<file path="config.mk">
export PLATFORM = sky130hd
export DESIGN_NAME = opctl_seq
export DESIGN_NICKNAME = d
export VERILOG_FILES = /design/src/rtl/opctl_pkg.sv /design/src/rtl/opctl_ir.sv /design/src/rtl/opctl_phase.sv /design/src/rtl/opctl_decode.sv /design/src/rtl/opctl_seq.sv
export SDC_FILE = /design/constraint.sdc
export NUM_CORES = 1
export LEC_CHECK = 0
export CAP_MARGIN = 20
export CORE_AREA = 2 2 39 41
export CTS_CLUSTER_SIZE = 25
export DETAILED_ROUTE_END_ITERATION = 8
export DIE_AREA = 0 0 41 43
export DONT_BUFFER_PORTS = 1
export GPL_TIMING_DRIVEN = 0
export MAX_ROUTING_LAYER = met4
export PLACE_DENSITY_LB_ADDON = 0.2
export SETUP_SLACK_MARGIN = 0.3
export SLEW_MARGIN = 5
export SYNTH_ARGS = -nofsm -noshare
export SYNTH_HDL_FRONTEND = slang
export SYNTH_HIERARCHICAL = 1
export SYNTH_SLANG_ARGS = --single-unit
</file>
<file path="constraint.sdc">
create_clock -name clk -period 1.8 [get_ports clk]
set_input_delay 0.27 -clock clk [delete_from_list [all_inputs] [get_ports clk]]
set_output_delay 0.27 -clock clk [all_outputs]
set_load 0.02 [all_outputs]
</file>
<file path="src/rtl/opctl_pkg.sv">
`timescale 1ns/1ps
package opctl_pkg;
  localparam int OP_W  = 2;
  localparam int SEL_W = 2;
  localparam int FN_W  = 3;

  typedef enum logic {PH_FETCH = 1'b0, PH_EXEC = 1'b1} phase_e;

  typedef logic [SEL_W-1:0] bus_sel_t;
  typedef logic [FN_W-1:0]  fn_sel_t;
  typedef logic [OP_W-1:0]  op_t;

  typedef struct packed {
    bus_sel_t a;
    bus_sel_t b;
    fn_sel_t  fn;
  } ctl_t;

  // register source encodings
  localparam bus_sel_t SRC_IN  = 2'b00;
  localparam bus_sel_t SRC_A   = 2'b01;
  localparam bus_sel_t SRC_B   = 2'b10;
  localparam bus_sel_t SRC_RES = 2'b11;

  // result bus function encodings
  localparam fn_sel_t FN_PASS_A = 3'b000;
  localparam fn_sel_t FN_ADD    = 3'b101;
  localparam fn_sel_t FN_SHR    = 3'b111;

  localparam ctl_t CTL_IDLE = '{a: SRC_A, b: SRC_B, fn: FN_PASS_A};

  // opcode meaning in the execute phase
  function automatic ctl_t op_decode(input op_t op);
    ctl_t c;
    c = CTL_IDLE;
    case (op)
      2'b00: c.a = SRC_IN;
      2'b01: c.b = SRC_A;
      2'b10: begin c.a = SRC_RES; c.fn = FN_SHR; end
      default: begin c.a = SRC_RES; c.fn = FN_ADD; end
    endcase
    return c;
  endfunction
endpackage

</file>
<file path="src/rtl/opctl_ir.sv">
`timescale 1ns/1ps
module opctl_ir #(
  parameter int W = 2
) (
  input  logic         clk,
  input  logic         rst_n,
  input  logic         load,
  input  logic [W-1:0] d,
  output logic [W-1:0] q
);
  // one hold-or-load cell per bit
  for (genvar i = 0; i < W; i++) begin : g_bit
    logic nxt;
    assign nxt = load ? d[i] : q[i];
    always_ff @(posedge clk or negedge rst_n) begin
      if (!rst_n) q[i] <= 1'b0;
      else        q[i] <= nxt;
    end
  end

  p_capture_r3: assert property (@(posedge clk) disable iff (!rst_n)
    load |=> (q == $past(d)));
  p_hold_r3: assert property (@(posedge clk) disable iff (!rst_n)
    !load |=> $stable(q));
endmodule

</file>
<file path="src/rtl/opctl_phase.sv">
`timescale 1ns/1ps
module opctl_phase
  import opctl_pkg::*;
(
  input  logic   clk,
  input  logic   rst_n,
  output phase_e ph
);
  phase_e ph_nxt;
  always_comb ph_nxt = (ph == PH_FETCH) ? PH_EXEC : PH_FETCH;

  always_ff @(posedge clk or negedge rst_n) begin
    if (!rst_n) ph <= PH_FETCH;
    else        ph <= ph_nxt;
  end

  p_alternate_r2: assert property (@(posedge clk) disable iff (!rst_n)
    1'b1 |=> (ph != $past(ph)));
endmodule

</file>
<file path="src/rtl/opctl_decode.sv">
`timescale 1ns/1ps
module opctl_decode
  import opctl_pkg::*;
(
  input  logic   clk,
  input  logic   rst_n,
  input  phase_e ph,
  input  op_t    op,
  output logic   ir_load,
  output ctl_t   ctl
);
  logic in_exec;
  assign in_exec = (ph == PH_EXEC);

  always_comb begin
    ir_load = !in_exec;
    ctl     = in_exec ? op_decode(op) : CTL_IDLE;
  end

  // only one of the two registers may be written in a cycle
  p_one_dest_r4: assert property (@(posedge clk) disable iff (!rst_n)
    !((ctl.a != SRC_A) && (ctl.b != SRC_B)));
  p_exec_noload_r8: assert property (@(posedge clk) disable iff (!rst_n)
    in_exec |-> !ir_load);
endmodule

</file>
<file path="src/rtl/opctl_seq.sv">
`timescale 1ns/1ps
module opctl_seq
  import opctl_pkg::*;
(
  input  logic            clk,
  input  logic            rst_n,
  input  logic [OP_W-1:0] din,
  output logic            ir_load,
  output logic [SEL_W-1:0] sel_a,
  output logic [SEL_W-1:0] sel_b,
  output logic [FN_W-1:0] sel_fn,
  output logic            phase,
  output logic [OP_W-1:0] opcode
);
  phase_e ph;
  op_t    op_q;
  ctl_t   ctl;
  logic   load_w;

  opctl_phase u_phase (
    .clk   (clk),
    .rst_n (rst_n),
    .ph    (ph)
  );

  opctl_ir #(.W(OP_W)) u_ir (
    .clk   (clk),
    .rst_n (rst_n),
    .load  (load_w),
    .d     (din),
    .q     (op_q)
  );

  opctl_decode u_dec (
    .clk     (clk),
    .rst_n   (rst_n),
    .ph      (ph),
    .op      (op_q),
    .ir_load (load_w),
    .ctl     (ctl)
  );

  assign ir_load = load_w;
  assign sel_a   = ctl.a;
  assign sel_b   = ctl.b;
  assign sel_fn  = ctl.fn;
  assign phase   = ph;
  assign opcode  = op_q;

  // fetch never disturbs the datapath
  p_fetch_idle_r8: assert property (@(posedge clk) disable iff (!rst_n)
    (phase == 1'b0) |-> (ir_load && sel_a == SRC_A && sel_b == SRC_B
                         && sel_fn == FN_PASS_A));
  // a fetch is followed by an execute of the captured opcode
  p_fetch_then_exec_r2: assert property (@(posedge clk) disable iff (!rst_n)
    ir_load |=> (phase == 1'b1 && opcode == $past(din)));
endmodule

</file>
==> flow_summary.json, run 1 <==
{
  "cp_slowest_cell": "dfrtp_2",
  "max_cap_viol_count": 0,
  "powerDensity_nw_per_um2": 971,
  "drtIter0Drc": 0,
  "tightest_slew_ns": 0.245,
  "power_uw": 220,
  "crit_path_max_fanout": 8,
  "final_cell_mix": "3 x clkbuf_4, 3 x dfrtp_2",
  "grt-ovfl-total": 0,
  "grt_pass1_vias": 143,
  "die_w_um": 41,
  "finalSetupViolCount": 0,
  "min_path_type": "in2reg",
  "worstSetupStartpointType": "flip-flop",
  "final_antenna_net_count": 0,
  "start_util": 0.118,
  "report.final.hold_viol_count": 0,
  "synthesis.nets": 18,
  "antenna_found_initial": 0,
  "peakVddDrop_uv": 199,
  "clock_sinks": 3,
  "die_h_um": 43,
  "wl_um": 367,
  "rsz0062_at_grt": "false",
  "syn_area_per_cell_um2": 11.7,
  "ys_types": 8,
  "synth_top_area_share": 0.458,
  "ioPinCount": 15,
  "p_leak_nw": 0.106,
  "drive_gt1_frac": 0.737,
  "dieArea_um2": 1760,
  "cp.required_ns": 1.53,
  "grt_start_max_net_pins": 10,
  "path_clk_slew_ns": 0.03,
  "yosysWarnings": 6,
  "num_vias": 130,
  "post-cts-setup-buffers": 0,
  "r2r_cells": 2,
  "row_count": 14,
  "slew_headroom": 0.837,
  "tns_ns": 0,
  "critical-path-top-delay-family": "flip-flops",
  "ys_seq_area_frac": 0.458,
  "ys_top_cells_by_area": "dfrtp_1 46%, mux2_2 14%, and3b_2 12%",
  "grt_use_total": 0.0558,
  "skew_ns": 0.00236,
  "synth_cells": 14,
  "syn2layout_area_growth_pct": 38.2,
  "max_freq_mhz": 696,
  "placed_cells": 30,
  "critPathKind": "reg2out",
  "syn_area_um2": 164,
  "cts_buffers": 3,
  "dp_hpwl_um": 271,
  "grt_pass1_wl_um": 524,
  "globalplace.congestion": 0.565,
  "path_buf_inv": 0,
  "path_depth": 1,
  "final.min_clock_period_ns": 1.44,
  "final_max_slew_viol_count": 0,
  "stdcell_count": 35,
  "portBuffers": 0,
  "insertedDiodeCount": 0,
  "core_area_um2": 1380,
  "hold_depth": 1,
  "clock_path_buffers": 2,
  "num-fill-cells": 149,
  "path_cells": "or3b_4",
  "clock_latency_ns": 0.23,
  "cts_root_buf": "clkbuf_4",
  "timing.final.crit_share": 0.798,
  "run_status": "finished, final reports clean",
  "tritoncts": "built",
  "max_stage_delay_ns": 0.48,
  "worstSetupEndpointType": "output pin",
  "ys_ff_latch": 3,
  "yosysTopAreaCell": "dfrtp_1",
  "cts.htree.levels": 1,
  "drc": 0,
  "avgRoutedWirePerCell_um": 10.5,
  "fin_nets": 24,
  "via_per_inst": 3.71,
  "arrival_ns": 1.17,
  "drtPass1Iterations": 1
}
[timing repair]
item,in CTS,in global routing
endpoints found under the hold margin,3,0
resized for setup,3,1
hold buffers,1,0
endpoints found under the setup margin,2,1
pin swaps,0,0
[per-stage QoR]
stage	hold slack, ns	setup slack, ns	cell area [µm²]	utilization
5_1_grt	0.182	0.314	226	0.164
3_3_place_gp	-0.0255	0.489	184	0.133
2_1_floorplan	-0.0256	0.546	164	-
6_report	0.191	0.364	226	0.164
4_1_cts	0.180	0.327	225	0.163
3_5_place_dp	-0.0255	0.480	184	0.133
[sequential cells by signal (all words and copies together) (netlist names)]
| name | flops |
|---|---|
| u_ir/q | 2 |
| u_phase/ph | 1 |
[report_power, final]
| part | switching, mW | internal (mW) | total, mW |
|---|---|---|---|
| clock | 0.0337 | 0.0830 | 0.117 |
| sequential | 0.00703 | 0.0706 | 0.0776 |
| combinational | 0.0150 | 0.0104 | 0.0255 |
| total | 0.0558 | 0.164 | 0.220 |
[layout make-up]
class | instances | area [µm²] | share of cell area
Sequential cell | 3 | 78.8 | 0.348
Multi-Input combinational cell | 8 | 76.3 | 0.337
Clock buffer | 4 | 26.3 | 0.116
Tap cell | 16 | 20.0 | 0.0884
Timing Repair Buffer | 1 | 10.0 | 0.0442
Buffer | 1 | 7.51 | 0.0331
Inverter | 2 | 7.51 | 0.0331
[cell usage after synthesis, drive strengths merged]
cell type and instances:
dfrtp 3, and3b 2, buf 1, or3b 1, mux2 2, nand3b 1, and2 2, inv 2
[worst paths after layout]
kind	start	end	slack [ns]
max	u_ir/q[1]	sel_a[0]	0.36
min	din[1]	u_ir/q[1]	0.19
max reg2reg	u_phase/ph	u_ir/q[0]	0.60
min reg2reg	u_phase/ph	u_phase/ph	0.59
max in group asynchronous	rst_n	u_ir/q[1]	1.36
min in group asynchronous	rst_n	u_phase/ph	0.29
[layer usage]
metal	routed length, µm	part of all wire	global-route usage
met1	138	0.38	0.0391
met3	66	0.18	0.0576
met2	162	0.44	0.0594
met5	0	0	-
met4	0	0	0.0800
[cells by family after synthesis]
logic type | share of synthesized area
flip-flops | 0.458
buffers and inverters | 0.0916
AND/OR/NAND/NOR | 0.313
multiplexers | 0.137
(Power assumes the default switching activity.)
==> run 2: changes to the inputs <==
==> constraint.sdc (replaced) <==
create_clock -name clk -period 1.24 [get_ports clk]
set_input_delay 0.186 -clock clk [delete_from_list [all_inputs] [get_ports clk]]
set_output_delay 0.186 -clock clk [all_outputs]
set_load 0.02 [all_outputs]
==> run 2 against run 1 <==
- the run now ends with negative setup slack left
- die area stayed put
- critical path depth stayed put
- clock-buffer cell count stayed put
- clock power is 48% higher
- sequential cell count stayed put
- critical path type unchanged
- critical endpoint unchanged
==> flow_summary.json, run 2 (synthesized netlist as in run 1, its figures left out) <==
{
  "ioPinCount": 15,
  "drc": 0,
  "portBuffers": 0,
  "top_regs": "u_ir/q: 2 flops, u_phase/ph: 1 flops",
  "p_clk_frac": 0.528,
  "cts_root_buf": "clkbuf_4",
  "pwr-share-seq": 0.344,
  "final_max_slew_viol_count": 0,
  "rrSetupSlack_ns": 0.03,
  "timing.final.crit_share": 1.09,
  "final_cell_mix": "3 x clkbuf_4, 3 x dfrtp_2",
  "slew_headroom": 0.845,
  "top_usage_layer": "met4",
  "tritoncts": "built",
  "tns_ns": -0.122,
  "grt_util_met2": 0.0656,
  "report.final.hold_viol_count": 0,
  "min_path_type": "in2reg",
  "comb_power_share": 0.128,
  "r2r-end": "u_ir/q[1]",
  "internal-power_uw": 243,
  "tightest_slew_ns": 0.232,
  "grt_use_met1": 0.0548,
  "clock_sinks": 3,
  "cts_buffers": 3,
  "syn2layout_area_growth_pct": 73.3,
  "crit_path_max_fanout": 6,
  "hold_depth": 1,
  "switching_share": 0.259,
  "power_uw": 328,
  "clock_path_buffers": 2,
  "run_status": "finished, violations left",
  "r2r_cells": 4,
  "die_w_um": 41,
  "wl_um": 404,
  "dieArea_um2": 1760,
  "whs_endpoint": "u_ir/q[0]",
  "reg2reg_from": "u_phase/ph",
  "die_h_um": 43,
  "min_from": "din[0]",
  "core_area_um2": 1380,
  "via_per_inst": 3.78,
  "worstSetupEndpointType": "output pin",
  "insertedDiodeCount": 0,
  "num_vias": 140,
  "finalSetupViolCount": 3,
  "crit_start": "u_ir/q[0]",
  "antenna_found_initial": 0,
  "final.min_clock_period_ns": 1.35,
  "p_leak_nw": 0.133,
  "globalplace.congestion": 0.507,
  "path_clk_slew_ns": 0.04,
  "placed_cell_area_um2": 195,
  "rsz0062_at_grt": "true",
  "worstSetupStartpointType": "flip-flop",
  "critPathKind": "reg2out",
  "clock_latency_ns": 0.23,
  "skew_ns": 0.00115,
  "grt_use_total": 0.0577,
  "arrival_ns": 1.17,
  "grt_start_max_net_pins": 9,
  "top_register": "u_ir/q",
  "start_util": 0.118,
  "whs_ns": 0.0990,
  "p_switching_uw": 85.1,
  "grt_pass1_wl_um": 538,
  "drtIter0Drc": 0,
  "violations": "negative setup slack",
  "avgRoutedWirePerCell_um": 10.9,
  "max_cap_viol_count": 0,
  "num-fill-cells": 150,
  "powerDensity_nw_per_um2": 1160,
  "fin_nets": 26,
  "cp_slowest_cell": "dfrtp_2",
  "final_antenna_net_count": 0,
  "path_buf_inv": 0,
  "setup_ws_ns": -0.113,
  "max_stage_delay_ns": 0.47,
  "path_cells": "or3b_4",
  "grt_pass1_vias": 139,
  "peakVddDrop_uv": 382,
  "drtPass1Iterations": 1,
  "row_count": 14,
  "max_freq_mhz": 739,
  "dp_hpwl_um": 249,
  "stdcell_area_um2": 284,
  "critical-path-top-delay-family": "flip-flops",
  "cp.required_ns": 1.05,
  "grt_use_met3": 0.0157,
  "grt-ovfl-total": 0,
  "largest_reg_flops": 2,
  "drive_gt1_frac": 0.810,
  "cts.htree.levels": 1
}
-- run 2: cell count changes in the layout (fill, tap and decap cells not counted) --
cell	change
buf_6	+2
and2_2	-2
clkinv_8	+1
mux2_4	+2
and2_4	+2
mux2_2	-2
buf_4	-1
buf_12	+1
inv_1	-1
-- run 2: layout make-up --
class / instances / area (µm²) / share of cell area
clock buffers: 4 / 26.3 / 0.0925
flip-flops and latches: 3 / 78.8 / 0.278
plain buffers: 1 / 11.3 / 0.0396
inverters: 2 / 20.0 / 0.0705
multi-input cells: 8 / 86.3 / 0.304
repair buffers: 3 / 41.3 / 0.145
well taps: 16 / 20.0 / 0.0705
-- run 2: worst max path at each step --
stage	endpoint	slack (ns)	depth (start not counted)
floorplan	sel_a[0]	0.16	1
global placement	sel_a[0]	0.13	1
detailed placement	sel_a[0]	0.12	1
CTS	sel_a[0]	-0.12	1
global route	sel_a[0]	-0.15	1
finish	sel_a[0]	-0.11	1
-- run 2: through the flow --
stage / util / setup WS (ns) / std cells
finish: 0.205 / -0.113 / 37
global route: 0.205 / -0.148 / 37
CTS: 0.184 / -0.121 / 36
detailed placement: 0.141 / 0.121 / 30
global placement: 0.141 / 0.128 / 30
floorplan: - / 0.161 / 14
-- run 2: per-layer routing --
metal / vias to the layer above / wire length (µm)
met5: - / 0
met3: 2 / 64
met4: 0 / 14
met1: 63 / 162
li1: 58 / -
met2: 17 / 162
-- run 2: repair_timing --
item,4_1_cts,5_1_grt
resized for setup,7,2
pin swaps,1,2
hold endpoints to repair,3,0
cloned,0,0
hold buffers,1,0
buffers inserted,1,1
endpoints found under the setup margin,10,10
-- run 2: power groups by stage --
stage	Combinational [mW]	Clock (mW)	Sequential (mW)
final	0.0420	0.173	0.113
after global routing	0.0452	0.198	0.114
after CTS	0.0413	0.183	0.113
after detailed placement	0.0356	0	0.114
after global placement	0.0361	0	0.114
after floorplan	0.0345	0	0.112
==> run 3: changes to the inputs <==
--- a/config.mk
+++ b/config.mk
@@ -5,6 +5,7 @@
 export SDC_FILE = /design/constraint.sdc
 export NUM_CORES = 1
 export LEC_CHECK = 0
+export ABC_AREA = 1
 export CAP_MARGIN = 20
 export CORE_AREA = 2 2 39 41
 export CTS_CLUSTER_SIZE = 25
==> run 3 against run 2 <==
- the run now ends clean
- sequential share of layout area rose by 4.9 points
- critical path type unchanged
- sequential cell count unchanged
- first-iteration DRC count grew 2
- register-to-register slack better by 0.15 ns
- clock power down 3%
- highest routed layer is now met3
- critical endpoint is now sel_fn[2]
- power decreased by 1.5%
- design area decreased by 15%
==> flow_summary.json, run 3 <==
{
  "run_status": "finished, final reports clean",
  "tns_ns": 0,
  "rrSetupSlack_ns": 0.18,
  "grt_use_total": 0.0484,
  "num-fill-cells": 157,
  "ioPinCount": 15,
  "yosysWarnings": 6,
  "drtPass1Iterations": 2,
  "core_area_um2": 1380,
  "path_cells": "nand2_4 -> inv_6 -> buf_6",
  "critPathKind": "reg2out",
  "clock_path_buffers": 2,
  "yosysMostFrequentCell": "nand2_1",
  "final_max_slew_viol_count": 0,
  "synthesis.nets": 27,
  "final.min_clock_period_ns": 1.23,
  "p_leak_nw": 0.127,
  "dp_hpwl_um": 307,
  "wl_um": 396,
  "powerDensity_nw_per_um2": 1340,
  "rsz0062_at_grt": "true",
  "final_common_cell": "nand2_1",
  "largest_reg_flops": 2,
  "start_util": 0.116,
  "pre_cts_slack_ns": 0.193,
  "syn2layout_area_growth_pct": 50.8,
  "top_register": "u_ir/q",
  "cp.required_ns": 1.05,
  "finalSetupViolCount": 0,
  "die_w_um": 41,
  "max_freq_mhz": 812,
  "avgRoutedWirePerCell_um": 9.00,
  "final_antenna_net_count": 0,
  "switching_share": 0.271,
  "syn_area_um2": 160,
  "cts.htree.levels": 1,
  "grt_pass1_vias": 165,
  "insertedDiodeCount": 0,
  "drtIter0Drc": 2,
  "p_switching_uw": 87.7,
  "synth_cells": 23,
  "globalplace.congestion": 0.598,
  "comb_power_share": 0.127,
  "clock_latency_ns": 0.23,
  "timing.final.crit_share": 0.993,
  "crit_path_max_fanout": 6,
  "ys_types": 8,
  "ys_seq_area_frac": 0.469,
  "grt_pass1_wl_um": 503,
  "drc": 0,
  "max_stage_delay_ns": 0.49,
  "yosysTopAreaCell": "dfrtp_1",
  "report.final.hold_viol_count": 0,
  "path_depth": 3,
  "cp_slowest_cell": "dfrtp_2",
  "slew_headroom": 0.832,
  "drive_gt1_frac": 0.429,
  "internal-power_uw": 236,
  "worstSetupStartpointType": "flip-flop",
  "top_regs": "u_ir/q: 2 flops, u_phase/ph: 1 flops",
  "min_path_type": "in2reg",
  "synth_edf_count": 0,
  "cts_buffers": 3,
  "pwr-share-seq": 0.354,
  "worstSetupEndpointType": "output pin",
  "arrival_ns": 1.05,
  "grt_start_max_net_pins": 8,
  "path_buf_inv": 2,
  "r2r-end": "u_ir/q[1]",
  "dieArea_um2": 1760,
  "antenna_found_initial": 0,
  "p_clk_frac": 0.519,
  "portBuffers": 0,
  "row_count": 14,
  "path_clk_slew_ns": 0.04,
  "ys_top_cells_by_area": "dfrtp_1 47%, nand2_1 19%, inv_1 14%",
  "final_cell_mix": "8 x nand2_1, 4 x inv_1, 3 x clkbuf_4, 3 x dfrtp_2",
  "via_per_inst": 3.50,
  "die_h_um": 43,
  "crit_path_end": "sel_fn[2]",
  "synthArstFlopShare": 1.00,
  "num_vias": 154,
  "fin_nets": 33,
  "peakVddDrop_uv": 283,
  "synth_common_cells": "8 x nand2_1, 6 x inv_1, 3 x dfrtp_1",
  "critical-path-top-delay-family": "flip-flops",
  "skew_ns": 0.000116,
  "tritoncts": "built",
  "ys.flop_type": "dfrtp_1",
  "crit_start": "u_ir/q[1]",
  "tightest_slew_ns": 0.252,
  "synth_top_area_share": 0.469,
  "max_cap_viol_count": 0,
  "cts_root_buf": "clkbuf_4",
  "reg2reg_from": "u_phase/ph",
  "clock_sinks": 3,
  "r2r_cells": 4,
  "syn_area_per_cell_um2": 6.96,
  "ys_ff_latch": 3,
  "setup_ws_ns": 0.00891,
  "grt-ovfl-total": 0
}
[run 3: cell types whose count changed after synthesis, sizes merged]
cell | before | now
and2 | 2 | 0
and3b | 2 | 0
inv | 2 | 6
mux2 | 2 | 0
nand2 | 0 | 9
nand3 | 0 | 1
nand3b | 1 | 0
nor2 | 0 | 3
or3b | 1 | 0
[run 3: kinds of logic (layout without fill, tap and decap cells)]
group,after synthesis,in the layout,synth area share
AND/OR/NAND/NOR,13,13,0.344
buffers and inverters,7,12,0.188
flip-flops,3,3,0.469
[run 3: cell type report]
| class | instances | area, µm² | share of cell area |
|---|---|---|---|
| Buffer | 1 | 11.3 | 0.0466 |
| Clock buffer | 4 | 26.3 | 0.109 |
| Inverter | 6 | 27.5 | 0.114 |
| Multi-Input combinational cell | 13 | 67.6 | 0.280 |
| Sequential cell | 3 | 78.8 | 0.326 |
| Tap cell | 16 | 20.0 | 0.0829 |
| Timing Repair Buffer | 1 | 10.0 | 0.0415 |
[run 3: repair_timing]
item	4_1_cts	5_1_grt
pin swaps	1	0
setup endpoints to repair	10	10
hold endpoints to repair	3	0
gates resized for setup	2	3
hold buffers	1	0
buffers inserted	0	0
[run 3: layer usage]
layer  vias to the layer above  GRT usage  routed length [µm]
met2                        12     0.0625                 177
met5                         -          -                   0
met1                        68     0.0484                 175
met4                         0     0.0600                   0
li1                         74          -                   -
met3                         0     0.0157                  43
[run 3: worst min-delay path by stage]
stage,start,end,slack (ns),cells after the start
after detailed placement,rst_n,u_ir/q[1],-0.11,0
after global placement,rst_n,u_phase/ph,-0.11,0
final,din[0],u_ir/q[0],0.08,2
after floorplan,rst_n,u_ir/q[0],-0.11,0
after CTS,din[0],u_ir/q[0],0.07,2
after global routing,din[0],u_ir/q[0],0.08,2
[run 3: worst reg2reg max path: cells and delay by family, from the launching register on]
kind | cells | cell delay (ns)
flip-flops | 1 | 0.49
AND/OR/NAND/NOR | 2 | 0.12
buffers and inverters | 2 | 0.33
[run 3: power by group through the flow]
stage | logic [mW] | registers, mW | clock network [mW]
2_1_floorplan | 0.0308 | 0.113 | 0
3_3_place_gp | 0.0327 | 0.114 | 0
3_5_place_dp | 0.0330 | 0.115 | 0
4_1_cts | 0.0395 | 0.114 | 0.179
5_1_grt | 0.0459 | 0.116 | 0.184
6_report | 0.0411 | 0.115 | 0.168
[run 3: metrics by stage]
stage | cells | hold slack (ns) | power, mW | cell area (µm²) | utilization
after floorplan | 23 | -0.110 | 0.144 | 169 | -
after global routing | 44 | 0.0808 | 0.346 | 241 | 0.175
final | 44 | 0.0772 | 0.323 | 241 | 0.175
after global placement | 39 | -0.109 | 0.147 | 189 | 0.137
after detailed placement | 39 | -0.109 | 0.148 | 189 | 0.137
after CTS | 44 | 0.0687 | 0.333 | 234 | 0.169
